[src/rtl/rtc_cal_pkg.sv]
package rtc_cal_pkg;
  localparam int ADDR_W = 4;

  localparam logic [ADDR_W-1:0] A_SEC   = 4'd0;
  localparam logic [ADDR_W-1:0] A_MIN   = 4'd1;
  localparam logic [ADDR_W-1:0] A_HOUR  = 4'd2;
  localparam logic [ADDR_W-1:0] A_WDAY  = 4'd3;
  localparam logic [ADDR_W-1:0] A_DAY   = 4'd4;
  localparam logic [ADDR_W-1:0] A_MON   = 4'd5;
  localparam logic [ADDR_W-1:0] A_YEAR  = 4'd6;
  localparam logic [ADDR_W-1:0] A_AMIN  = 4'd8;
  localparam logic [ADDR_W-1:0] A_AHOUR = 4'd9;
  localparam logic [ADDR_W-1:0] A_ADAY  = 4'd10;
  localparam logic [ADDR_W-1:0] A_AWDAY = 4'd11;
  localparam logic [ADDR_W-1:0] A_FLAG  = 4'd12;

  // Next BCD value; a low digit at or past 9 rolls into the high digit.
  function automatic logic [7:0] bcd_step(input logic [7:0] v);
    logic [3:0] hi;
    logic [3:0] lo;
    if (v[3:0] >= 4'd9) begin
      hi = v[7:4] + 4'd1;
      lo = 4'd0;
    end else begin
      hi = v[7:4];
      lo = v[3:0] + 4'd1;
    end
    return {hi, lo};
  endfunction

  function automatic logic [7:0] bcd_to_bin(input logic [7:0] v);
    return 8'(v[7:4]) * 8'd10 + 8'(v[3:0]);
  endfunction

  function automatic logic is_leap(input logic [7:0] yr_bcd);
    logic [7:0] b;
    b = bcd_to_bin(yr_bcd);
    return (b[1:0] == 2'b00);
  endfunction

  // Last valid day (BCD) of a month for a given year.
  function automatic logic [5:0] last_day(input logic [4:0] mon, input logic [7:0] yr);
    logic [5:0] r;
    case (mon)
      5'h02:                      r = is_leap(yr) ? 6'h29 : 6'h28;
      5'h04, 5'h06, 5'h09, 5'h11: r = 6'h30;
      default:                    r = 6'h31;
    endcase
    return r;
  endfunction

  // 12-hour step: {pm, hh}. 11 -> 12 flips pm, 12 -> 1 keeps it.
  function automatic logic [5:0] step_12h(input logic [5:0] h);
    logic [7:0] t;
    logic [5:0] r;
    t = bcd_step({3'b000, h[4:0]});
    if (h[4:0] == 5'h12)      r = {h[5], 5'h01};
    else if (h[4:0] == 5'h11) r = {~h[5], 5'h12};
    else                      r = {h[5], t[4:0]};
    return r;
  endfunction
endpackage

[src/rtl/cal_tick_gate.sv]
module cal_tick_gate #(
  parameter int SUB_DIV = 2
) (
  input  logic clk,
  input  logic rst_n,
  input  logic sub_tick,
  input  logic stop,
  output logic sec_adv
);
  localparam int CW = $clog2(SUB_DIV + 1);
  localparam logic [CW-1:0] FULL = CW'(SUB_DIV);
  localparam logic [CW-1:0] HALF = CW'(SUB_DIV / 2);
  localparam logic [CW-1:0] ONE  = CW'(1);

  logic [CW-1:0] left_q;

  assign sec_adv = sub_tick && !stop && (left_q == ONE);

  always_ff @(posedge clk) begin
    if (!rst_n)        left_q <= FULL;
    else if (stop)     left_q <= HALF;
    else if (sub_tick) left_q <= (left_q == ONE) ? FULL : left_q - ONE;
  end


  adv_gap_chk: assert property (@(posedge clk) disable iff (!rst_n)
    sec_adv |=> !sec_adv);
endmodule

[src/rtl/cal_time_chain.sv]
module cal_time_chain
  import rtc_cal_pkg::*;
(
  input  logic              clk,
  input  logic              rst_n,
  input  logic              sec_adv,
  input  logic              mode_12h,
  input  logic              wr_en,
  input  logic [ADDR_W-1:0] wr_addr,
  input  logic [7:0]        wr_data,
  output logic [6:0]        sec,
  output logic [6:0]        min,
  output logic [5:0]        hour,
  output logic [2:0]        wday,
  output logic [5:0]        day,
  output logic [4:0]        month,
  output logic [7:0]        year
);
  // Named carry events.
  logic c_min, c_hour, c_day, c_mon, c_year;
  logic sec_last, min_last, hour_last, day_last, mon_last;
  logic w_sec, w_min, w_hour, w_wday, w_day, w_mon, w_year;
  logic [7:0] t_sec, t_min, t_hour, t_day, t_mon, t_year;
  logic [6:0] sec_nx, min_nx;
  logic [5:0] hour_nx, day_nx;
  logic [2:0] wday_nx;
  logic [4:0] mon_nx;
  logic [7:0] year_nx;

  assign w_sec  = wr_en && (wr_addr == A_SEC);
  assign w_min  = wr_en && (wr_addr == A_MIN);
  assign w_hour = wr_en && (wr_addr == A_HOUR);
  assign w_wday = wr_en && (wr_addr == A_WDAY);
  assign w_day  = wr_en && (wr_addr == A_DAY);
  assign w_mon  = wr_en && (wr_addr == A_MON);
  assign w_year = wr_en && (wr_addr == A_YEAR);

  assign sec_last  = (sec == 7'h59);
  assign min_last  = (min == 7'h59);
  assign hour_last = mode_12h ? (hour == 6'h31) : (hour == 6'h23);
  assign day_last  = (day == last_day(month, year));
  assign mon_last  = (month == 5'h12);

  assign c_min  = sec_adv && sec_last;
  assign c_hour = c_min && min_last;
  assign c_day  = c_hour && hour_last;
  assign c_mon  = c_day && day_last;
  assign c_year = c_mon && mon_last;

  always_comb begin
    t_sec  = bcd_step({1'b0, sec});
    t_min  = bcd_step({1'b0, min});
    t_hour = bcd_step({2'b00, hour});
    t_day  = bcd_step({2'b00, day});
    t_mon  = bcd_step({3'b000, month});
    t_year = bcd_step(year);
    sec_nx  = sec_last ? 7'h00 : t_sec[6:0];
    min_nx  = min_last ? 7'h00 : t_min[6:0];
    if (mode_12h) hour_nx = step_12h(hour);
    else          hour_nx = hour_last ? 6'h00 : t_hour[5:0];
    wday_nx = (wday >= 3'd6) ? 3'd0 : wday + 3'd1;
    day_nx  = day_last ? 6'h01 : t_day[5:0];
    mon_nx  = mon_last ? 5'h01 : t_mon[4:0];
    year_nx = (year == 8'h99) ? 8'h00 : t_year;
  end

  always_ff @(posedge clk) begin
    if (!rst_n) begin
      sec   <= 7'h00;
      min   <= 7'h00;
      hour  <= 6'h00;
      wday  <= 3'd0;
      day   <= 6'h01;
      month <= 5'h01;
      year  <= 8'h00;
    end else begin
      if (w_sec)        sec   <= wr_data[6:0];
      else if (sec_adv) sec   <= sec_nx;
      if (w_min)        min   <= wr_data[6:0];
      else if (c_min)   min   <= min_nx;
      if (w_hour)       hour  <= wr_data[5:0];
      else if (c_hour)  hour  <= hour_nx;
      if (w_wday)       wday  <= wr_data[2:0];
      else if (c_day)   wday  <= wday_nx;
      if (w_day)        day   <= wr_data[5:0];
      else if (c_day)   day   <= day_nx;
      if (w_mon)        month <= wr_data[4:0];
      else if (c_mon)   month <= mon_nx;
      if (w_year)       year  <= wr_data;
      else if (c_year)  year  <= year_nx;
    end
  end


  sec_wrap_chk: assert property (@(posedge clk) disable iff (!rst_n)
    (c_min && !w_sec) |=> (sec == 7'h00));

  mon_wrap_chk: assert property (@(posedge clk) disable iff (!rst_n)
    (c_year && !w_mon) |=> (month == 5'h01));

  pm_flip_chk: assert property (@(posedge clk) disable iff (!rst_n)
    (mode_12h && c_hour && hour[4:0] == 5'h11 && !w_hour) |=> (hour[5] != $past(hour[5])));

  time_hold_chk: assert property (@(posedge clk) disable iff (!rst_n)
    (!sec_adv && !wr_en) |=> $stable({sec, min, hour, wday, day, month, year}));
endmodule

[src/rtl/cal_alarm_unit.sv]
module cal_alarm_unit
  import rtc_cal_pkg::*;
(
  input  logic              clk,
  input  logic              rst_n,
  input  logic              wr_en,
  input  logic [ADDR_W-1:0] wr_addr,
  input  logic [7:0]        wr_data,
  input  logic [6:0]        min,
  input  logic [5:0]        hour,
  input  logic [5:0]        day,
  input  logic [2:0]        wday,
  output logic              alarm_flag
);
  localparam int NF = 4;

  logic [NF-1:0] en_q;
  logic [6:0]    a_min;
  logic [5:0]    a_hour;
  logic [5:0]    a_day;
  logic [2:0]    a_wday;
  logic [NF-1:0] eq;
  logic [NF-1:0] sel;
  logic          match_now, match_d, match_rise, flag_wr;

  assign sel = {wr_addr == A_AWDAY, wr_addr == A_ADAY, wr_addr == A_AHOUR, wr_addr == A_AMIN};
  assign eq  = {wday == a_wday, day == a_day, hour == a_hour, min == a_min};

  assign match_now  = (|en_q) && ((eq | ~en_q) == {NF{1'b1}});
  assign match_rise = match_now && !match_d;
  assign flag_wr    = wr_en && (wr_addr == A_FLAG);

  generate
    for (genvar i = 0; i < NF; i++) begin : g_en
      always_ff @(posedge clk) begin
        if (!rst_n)                en_q[i] <= 1'b0;
        else if (wr_en && sel[i])  en_q[i] <= wr_data[7];
      end
    end
  endgenerate

  always_ff @(posedge clk) begin
    if (!rst_n) begin
      a_min  <= '0;
      a_hour <= '0;
      a_day  <= '0;
      a_wday <= '0;
      match_d    <= 1'b0;
      alarm_flag <= 1'b0;
    end else begin
      if (wr_en && sel[0]) a_min  <= wr_data[6:0];
      if (wr_en && sel[1]) a_hour <= wr_data[5:0];
      if (wr_en && sel[2]) a_day  <= wr_data[5:0];
      if (wr_en && sel[3]) a_wday <= wr_data[2:0];
      match_d    <= match_now;
      alarm_flag <= match_rise | (alarm_flag & (flag_wr ? wr_data[0] : 1'b1));
    end
  end


  flag_rise_chk: assert property (@(posedge clk) disable iff (!rst_n)
    $rose(alarm_flag) |-> $past(match_rise));

  no_reset_chk: assert property (@(posedge clk) disable iff (!rst_n)
    (!alarm_flag && !match_rise) |=> !alarm_flag);

  flag_clr_chk: assert property (@(posedge clk) disable iff (!rst_n)
    (flag_wr && !wr_data[0] && !match_rise) |=> !alarm_flag);
endmodule

[src/rtl/rtc_calendar.sv]
module rtc_calendar
  import rtc_cal_pkg::*;
#(
  parameter int SUB_DIV = 2
) (
  input  logic        clk,
  input  logic        rst_n,
  input  logic        sub_tick,
  input  logic        stop,
  input  logic        mode_12h,
  input  logic        wr_en,
  input  logic [3:0]  wr_addr,
  input  logic [7:0]  wr_data,
  output logic [6:0]  sec_o,
  output logic [6:0]  min_o,
  output logic [5:0]  hour_o,
  output logic [2:0]  wday_o,
  output logic [5:0]  day_o,
  output logic [4:0]  month_o,
  output logic [7:0]  year_o,
  output logic        alarm_flag_o
);
  logic sec_adv;

  cal_tick_gate #(.SUB_DIV(SUB_DIV)) u_gate (
    .clk(clk), .rst_n(rst_n), .sub_tick(sub_tick), .stop(stop), .sec_adv(sec_adv)
  );

  cal_time_chain u_chain (
    .clk(clk), .rst_n(rst_n), .sec_adv(sec_adv), .mode_12h(mode_12h),
    .wr_en(wr_en), .wr_addr(wr_addr), .wr_data(wr_data),
    .sec(sec_o), .min(min_o), .hour(hour_o), .wday(wday_o),
    .day(day_o), .month(month_o), .year(year_o)
  );

  cal_alarm_unit u_alarm (
    .clk(clk), .rst_n(rst_n), .wr_en(wr_en), .wr_addr(wr_addr), .wr_data(wr_data),
    .min(min_o), .hour(hour_o), .day(day_o), .wday(wday_o),
    .alarm_flag(alarm_flag_o)
  );
endmodule

[config.mk]
export PLATFORM = sky130hd
export DESIGN_NAME = rtc_calendar
export DESIGN_NICKNAME = d
export VERILOG_FILES = /design/src/rtl/rtc_cal_pkg.sv /design/src/rtl/cal_tick_gate.sv /design/src/rtl/cal_time_chain.sv /design/src/rtl/cal_alarm_unit.sv /design/src/rtl/rtc_calendar.sv
export SDC_FILE = /design/constraint.sdc
export NUM_CORES = 1
export LEC_CHECK = 0
export ABC_AREA = 1
export ABC_CLOCK_PERIOD_IN_PS = 1570
export BUFFER_PORTS_ARGS = -buffer_cell sky130_fd_sc_hd__buf_2
export CAP_MARGIN = 20
export CELL_PAD_IN_SITES_DETAIL_PLACEMENT = 2
export CELL_PAD_IN_SITES_GLOBAL_PLACEMENT = 2
export CORE_ASPECT_RATIO = 0.75
export CORE_MARGIN = 2
export CORE_UTILIZATION = 29
export CTS_CLUSTER_SIZE = 25
export DETAILED_ROUTE_END_ITERATION = 12
export PLACE_DENSITY_LB_ADDON = 0.3
export SETUP_SLACK_MARGIN = 0.15
export SYNTH_ARGS = -nofsm -noshare
export SYNTH_HDL_FRONTEND = slang
export SYNTH_SLANG_ARGS = --single-unit
[constraint.sdc]
create_clock -name clk -period 1.57 [get_ports clk]
set_input_delay 0.0785 -clock clk [delete_from_list [all_inputs] [get_ports clk]]
set_output_delay 0.0785 -clock clk [all_outputs]
set_load 0.005 [all_outputs]
Yosys cells after proc, flatten, opt, wreduce, memory -nomap -nowiden
Cells that the tools add are included.
{"block": "word_totals", "output_inout_bits": 43, "input_bits": 18, "word_cells": 180, "register_bits": 72}
{"block": "classes", "eq_ne": 34, "mux": 44, "reduce_logical": 48, "bitwise_logic": 5, "mul": 1, "order_cmp": 7, "addsub": 16}
{"op": "2-to-1 mux 6 bit", "count": 9}
{"op": "2-to-1 mux 7 bit", "count": 6}
{"op": "adder 4 x 1 -> 4 bit, second input constant", "count": 7}
{"op": "2-to-1 mux 4 bit", "count": 7}
{"op": "== test 4 bit, second input constant", "count": 6}
{"op": ">= comparator 4 bit, second input constant", "count": 6}
{"op": "2-to-1 mux 8 bit", "count": 3}
{"op": "logical AND 1 bit", "count": 21}
{"op": "== test 5 bit, second input constant", "count": 4}
{"op": "== test 6 bit", "count": 3}
{"op": "nonzero test 2 bit", "count": 8}
{"op": "2-to-1 mux 3 bit", "count": 5}
{"op": "2-to-1 mux 5 bit", "count": 3}
{"op": "nonzero test 3 bit", "count": 5}
{"op": "== test 7 bit, second input constant", "count": 2}
{"op": "== test 4 x 3 -> 1 bit, second input constant", "count": 3}
{"op": "== test 6 bit, second input constant", "count": 2}
{"op": "case mux 6 bit (2 select lines)", "count": 1}
{"op": "== test 5 x 3 -> 1 bit, second input constant", "count": 2}
{"op": "2-to-1 mux 2 bit", "count": 5}
{"op": "AND reduction 2 bit", "count": 5}
{"op": "adder 3 x 1 -> 3 bit, second input constant", "count": 3}
{"op": "== test 4 x 2 -> 1 bit, second input constant", "count": 2}
{"op": "== test 8 bit, second input constant", "count": 1}
{"op": "28 further kinds", "count": 36}

Longest topological paths before layout
{"block": "depth", "depth_word": 10, "depth_mapped": 16}

By module
From an unflattened synthesis, not the netlist that was laid out.
{"block": "unflattened", "cells_unflattened": 710, "area_unflattened_um2": 4803.4}
{"module": "cal_time_chain", "cells_per_inst": 476, "seq_area_each_um2": 840.8, "instances": 1, "area_per_inst_um2": 3250.6}
{"module": "cal_alarm_unit", "cells_per_inst": 218, "seq_area_each_um2": 560.5, "instances": 1, "area_per_inst_um2": 1456.4}
{"module": "cal_tick_gate", "cells_per_inst": 16, "seq_area_each_um2": 40.0, "instances": 1, "area_per_inst_um2": 96.3}

Least setup slack after synthesis
Ideal clock, no wire load.
{"block": "synth_timing", "path_type": "reg2reg", "startpoint": "register u_chain.sec[0]", "endpoint": "register u_chain.year[6]", "slack_ns": -0.202, "path_stages_with_launch": 12, "t_arrival_ns": 1.657, "path_buffers": 1, "synth_period_minus_slack_ns": 1.772, "required_ns": 1.455, "setup_time_ns": 0.115, "path_cell_list": "dfxtp_1 ha_1 nand3_1 nor3_4 nand3_4 nor2_8 nand4_4 nand2_4 buf_8 nand3_1 nand2_1 nor2_1"}
{"block": "synth_between", "elab_chain_cells": 8}
{"element": "start: declaration", "line_no": "cal_time_chain.sv:11", "text": "output logic [6:0] sec,"}
{"element": "start signal: assignment", "line_no": "cal_time_chain.sv:77", "text": "if (w_sec) sec <= wr_data[6:0];"}
{"element": "start signal: assignment", "line_no": "cal_time_chain.sv:78", "text": "else if (sec_adv) sec <= sec_nx;"}
{"element": "== test 7 bit", "line_no": "cal_time_chain.sv:38", "text": "assign sec_last = (sec == 7'h59);"}
{"element": "logical AND 1 bit", "line_no": "cal_time_chain.sv:44", "text": "assign c_min = sec_adv && sec_last;"}
{"element": "logical AND 1 bit", "line_no": "cal_time_chain.sv:45", "text": "assign c_hour = c_min && min_last;"}
{"element": "logical AND 1 bit", "line_no": "cal_time_chain.sv:46", "text": "assign c_day = c_hour && hour_last;"}
{"element": "logical AND 1 bit", "line_no": "cal_time_chain.sv:47", "text": "assign c_mon = c_day && day_last;"}
{"element": "logical AND 1 bit", "line_no": "cal_time_chain.sv:48", "text": "assign c_year = c_mon && mon_last;"}
{"element": "nonzero test 2 bit (no source line)"}
{"element": "AND reduction 2 bit (no source line)"}
{"element": "end signal: assignment", "line_no": "cal_time_chain.sv:89", "text": "if (w_year) year <= wr_data;"}
{"element": "end signal: assignment", "line_no": "cal_time_chain.sv:90", "text": "else if (c_year) year <= year_nx;"}
{"element": "end: declaration", "line_no": "cal_time_chain.sv:17", "text": "output logic [7:0] year"}
Every way passes these cells.
A chain may end at the register's enable or synchronous reset.

Worst setup path after layout
{"block": "layout_timing", "startpoint": "register u_chain.month[1]", "endpoint": "register u_chain.month[4]"}
{"block": "layout_between", "elab_chain_cells": 7}
{"element": "start: declaration", "line_no": "cal_time_chain.sv:16", "text": "output logic [4:0] month,"}
{"element": "start signal: assignment", "line_no": "cal_time_chain.sv:87", "text": "if (w_mon) month <= wr_data[4:0];"}
{"element": "start signal: assignment", "line_no": "cal_time_chain.sv:88", "text": "else if (c_mon) month <= mon_nx;"}
{"element": "== test 5 x 3 -> 1 bit (tied with other cells)", "line_no": "rtc_cal_pkg.sv:44", "text": "case (mon)"}
{"element": "OR reduction 4 bit", "line_no": "rtc_cal_pkg.sv:44"}
{"element": "case mux 6 bit (2 select lines)", "line_no": "rtc_cal_pkg.sv:44"}
{"element": "== test 6 bit", "line_no": "cal_time_chain.sv:41", "text": "assign day_last = (day == last_day(month, year));"}
{"element": "logical AND 1 bit", "line_no": "cal_time_chain.sv:47"}
{"element": "nonzero test 2 bit (no source line)"}
{"element": "AND reduction 2 bit (no source line)"}
Several ways; a longest one is shown, not always the timed one. The select of a mux whose other input is x is not followed.

==> impl_metrics.yaml <==
logic_synthesis:
  ys_async_sr_fraction: 0
  synth_edf_count: 0
  syn_inst: 661
  postSynthAreaPerCell_sq_um: 6.924
  synth_cell_type_count: 43
  syn_area_sq_um: 4577
  yosysWarningCount: 0
  ys_seq_elements: 72
  postSynthNetCount: 708
  ys.flop_type: "dfxtp_1"
  seq_area_frac_synth: 0.3149
global_route:
  track_usage: 0.2717
  grt_pass1_vias: 6281
  grt_max_degree: 23
  grt_pass1_wl_um: 34980
  grt_overflow: 0
  antenna_found_initial: 2
pwr:
  p_switching_mw: 1.277
  power_mw: 4.500
  pwr-share-clk: 0.464
  pwr-share-comb: 0.117
  peakVddDrop_mv: 0.5319
  p_leak_nw: 3.087
  intPower_mw: 3.223
  power.share.switching: 0.2837
  cellPowerDensity_nw_per_um2: 659.2
  seq_power_share: 0.419
floorplan:
  initial_core_util: 0.2987
  design.core.area_sq_um: 15320
  rows: 39
  io-pin-count: 61
  die_h_um: 112.8
  die_w_um: 149.1
  dieArea_sq_um: 16810
outcome:
  failed_checks: "setup timing"
  status: "finished with violations"
clocking:
  cts_root_buf: "clkbuf_16"
  clock_path_buffers: 2
  htreeDepth: 3
  cts_tree: "yes"
  clkTransAtPathRegs_ns: 0.07
  insertion_delay_ns: 0.36
  numClockSinks: 72
  numCtsBuffers: 9
  cts_hold_buf: 0
sta:
  tightestPinTransition_ns: 0.7208
  timing.hold.ws_ns: 0.02130
  period_needed_ns: 1.962
  max_slew_margin: 0.5177
  rsz0062_at_grt: "true"
  fin_crit_sh: 1.249
  setup-violations-final: 43
  tns_ns: -11.27
  finalMaxSlewViolations: 0
  layout_setup_ws_ns: -0.3917
  clock_skew_ns: 0.01335
  fmaxAchievable_mhz: 509.8
  finalHoldViolations: 0
run:
  cap_violations: 0
worst_setup_path:
  reg2regPathDepth: 15
  rr_startpoint: "u_chain.month[1]$_SDFFE_PN0P_"
  worstReg2RegEnd: "u_chain.month[4]$_SDFFE_PN0P_"
  cp_max_fo: 8
  cp-end-kind: "flip-flop"
  rrSetupSlack_ns: -0.39
  crit_path_start_kind: "flip-flop"
  critPathRequiredTime_ns: 1.84
  path_class: "reg -> reg"
  arrival_ns: 2.23
detailed_routing:
  drt_iter0_drc: 371
  via_count: 5619
  drc_errors: 0
  wl_per_cell_um: 24.23
  drt-pass1-iter-count: 4
  via_per_inst: 5.382
  wirelength_um: 25300
  ant_nets: 0
min_path:
  hold_class: "in -> reg"
  hold_depth: 3
  hold_start: "stop"
  min_to: "u_gate.left_q[0]$_SDFFE_PN0P_"
layout:
  syn2layout_area_growth_pct: 49.13
  fin_nets: 880
  design_area_sq_um: 6825
  drive_gt1_frac: 0.4014
  final_core_utilization: 0.4455
  fin_cells: 1044
  fillers: 1758
placed_design:
  dp_slack_ns: -0.2924
  place_hpwl_um: 14910
  dpl_cell_area_sq_um: 5861
  place.gp.congestion: 0.8322
  dp_cells: 1009
  io_buffers: 60
-- worst max-delay path: stages, from the launching register on --
cell	delay (ns)
dfxtp_4	0.40
inv_4	0.06
ha_4	0.15
inv_1	0.05
nand2_1	0.05
nand2_1	0.09
nand3_2	0.08
nand2_2	0.10
nand2_1	0.06
nand2_1	0.09
nand2_2	0.11
nand3_2	0.10
nand2_4	0.11
nand2_1	0.13
nand2_1	0.07
a21oi_1	0.21
-- logic make-up (layout without fill, tap and decap cells) --
group | count (synthesis) | after routing | share of synthesized area
AO/OA/AOI/OAI | 147 | 147 | 0.1796
adder cells (fa/ha/maj) | 29 | 29 | 0.07928
other | 0 | 2 | 0
buffers and inverters | 113 | 288 | 0.09732
AND/OR/NAND/NOR | 272 | 273 | 0.2753
XOR/XNOR | 28 | 28 | 0.05358
flip-flops | 72 | 72 | 0.3149
-- power groups by stage --
stage / combinational (mW) / clock [mW] / sequential (mW)
after floorplan: 0.202 / 0 / 1.92
after global placement: 0.396 / 0 / 1.92
after detailed placement: 0.424 / 0 / 1.93
after CTS: 0.467 / 2.09 / 1.88
after global routing: 0.556 / 2.19 / 1.89
final: 0.526 / 2.09 / 1.89
-- worst max-delay path by stage --
stage | start | end | slack [ns] | depth (start not counted)
global placement | u_chain.sec[5]$_SDFFE_PN0P_ | u_chain.year[4]$_SDFFE_PN0P_ | -0.18 | 11
detailed placement | u_chain.sec[5]$_SDFFE_PN0P_ | u_chain.year[6]$_SDFFE_PN0P_ | -0.29 | 11
global route | u_chain.month[1]$_SDFFE_PN0P_ | u_chain.month[4]$_SDFFE_PN0P_ | -0.49 | 12
floorplan | u_chain.sec[1]$_SDFFE_PN0P_ | u_chain.year[6]$_SDFFE_PN0P_ | -0.17 | 12
CTS | u_chain.sec[1]$_SDFFE_PN0P_ | u_chain.year[6]$_SDFFE_PN0P_ | -0.19 | 11
finish | u_chain.month[1]$_SDFFE_PN0P_ | u_chain.month[4]$_SDFFE_PN0P_ | -0.39 | 15
-- routing by layer --
layer	GRT usage	vias to the layer above	wire (um)
li1	-	2526	-
met1	0.3222	2846	10360
met2	0.4916	163	12780
met3	0.05161	84	1023
met4	0.09333	0	1143
met5	0	-	0
-- cell usage in the layout, fill, tap and decap left out, types with 6 or more instances in the layout --
| cell | synthesis | routed |
|---|---|---|
| a21oi_1 | 55 | 44 |
| a21oi_2 | 5 | 15 |
| buf_2 | 2 | 60 |
| buf_4 | 0 | 103 |
| buf_6 | 1 | 10 |
| clkbuf_16 | 0 | 10 |
| dfxtp_1 | 72 | 61 |
| dfxtp_4 | 0 | 6 |
| ha_1 | 29 | 21 |
| ha_4 | 0 | 7 |
| inv_1 | 93 | 75 |
| inv_2 | 6 | 18 |
| inv_4 | 0 | 6 |
| nand2_1 | 108 | 92 |
| nand2_2 | 8 | 19 |
| nand2_4 | 1 | 6 |
| nand3_1 | 43 | 27 |
| nand3_2 | 1 | 15 |
| nor2_1 | 72 | 62 |
| nor2_2 | 4 | 7 |
| nor2_4 | 2 | 9 |
| nor3_1 | 13 | 8 |
| o21ai_0 | 48 | 37 |
| o21ai_1 | 1 | 7 |
| o22ai_1 | 20 | 14 |
| o22ai_2 | 0 | 6 |
| xnor2_1 | 11 | 11 |
| xor2_1 | 17 | 16 |
-- Yosys cell counts (all sizes together) (5+ instances only) --
cell type,count,area share
a31oi,5,0.0068
nand3,45,0.053
nor3,16,0.022
dfxtp,72,0.31
ha,29,0.079
inv,99,0.081
nor4,7,0.0096
xnor2,11,0.021
o22ai,20,0.027
xor2,17,0.033
a21oi,60,0.070
nand4,5,0.010
o21ai,49,0.054
nor2,79,0.074
nand2,117,0.10
clkbuf,9,0.0074
-- registers in the layout, summed over array words and instances, names as in the netlist, 3 cells and up --
register,flops
u_chain.year,8
u_alarm.a_min,7
u_chain.min,7
u_chain.sec,7
u_alarm.a_day,6
u_alarm.a_hour,6
u_chain.day,6
u_chain.hour,6
u_chain.month,5
u_alarm.en_q,4
u_alarm.a_wday,3
u_chain.wday,3
-- timing repair --
action                                  CTS  global route
gates resized for setup                 109            33
setup buffers                            11             6
hold endpoints to repair                  0             0
pin swaps                                45            20
cloned                                    1             0
endpoints found under the setup margin   44            44
-- layout make-up --
type	instances	area, sq um	area share
antenna	2	5.005	0.0007333
timing repair buffer	173	1186	0.1738
clock inverter	3	15.01	0.002200
multi-input combinational	477	3234	0.4739
inverter	100	390.4	0.05720
tap	205	256.5	0.03758
sequential	72	1470	0.2154
clock buffer	12	267.8	0.03923
No activity file was read; power rests on OpenSTA's default activity.
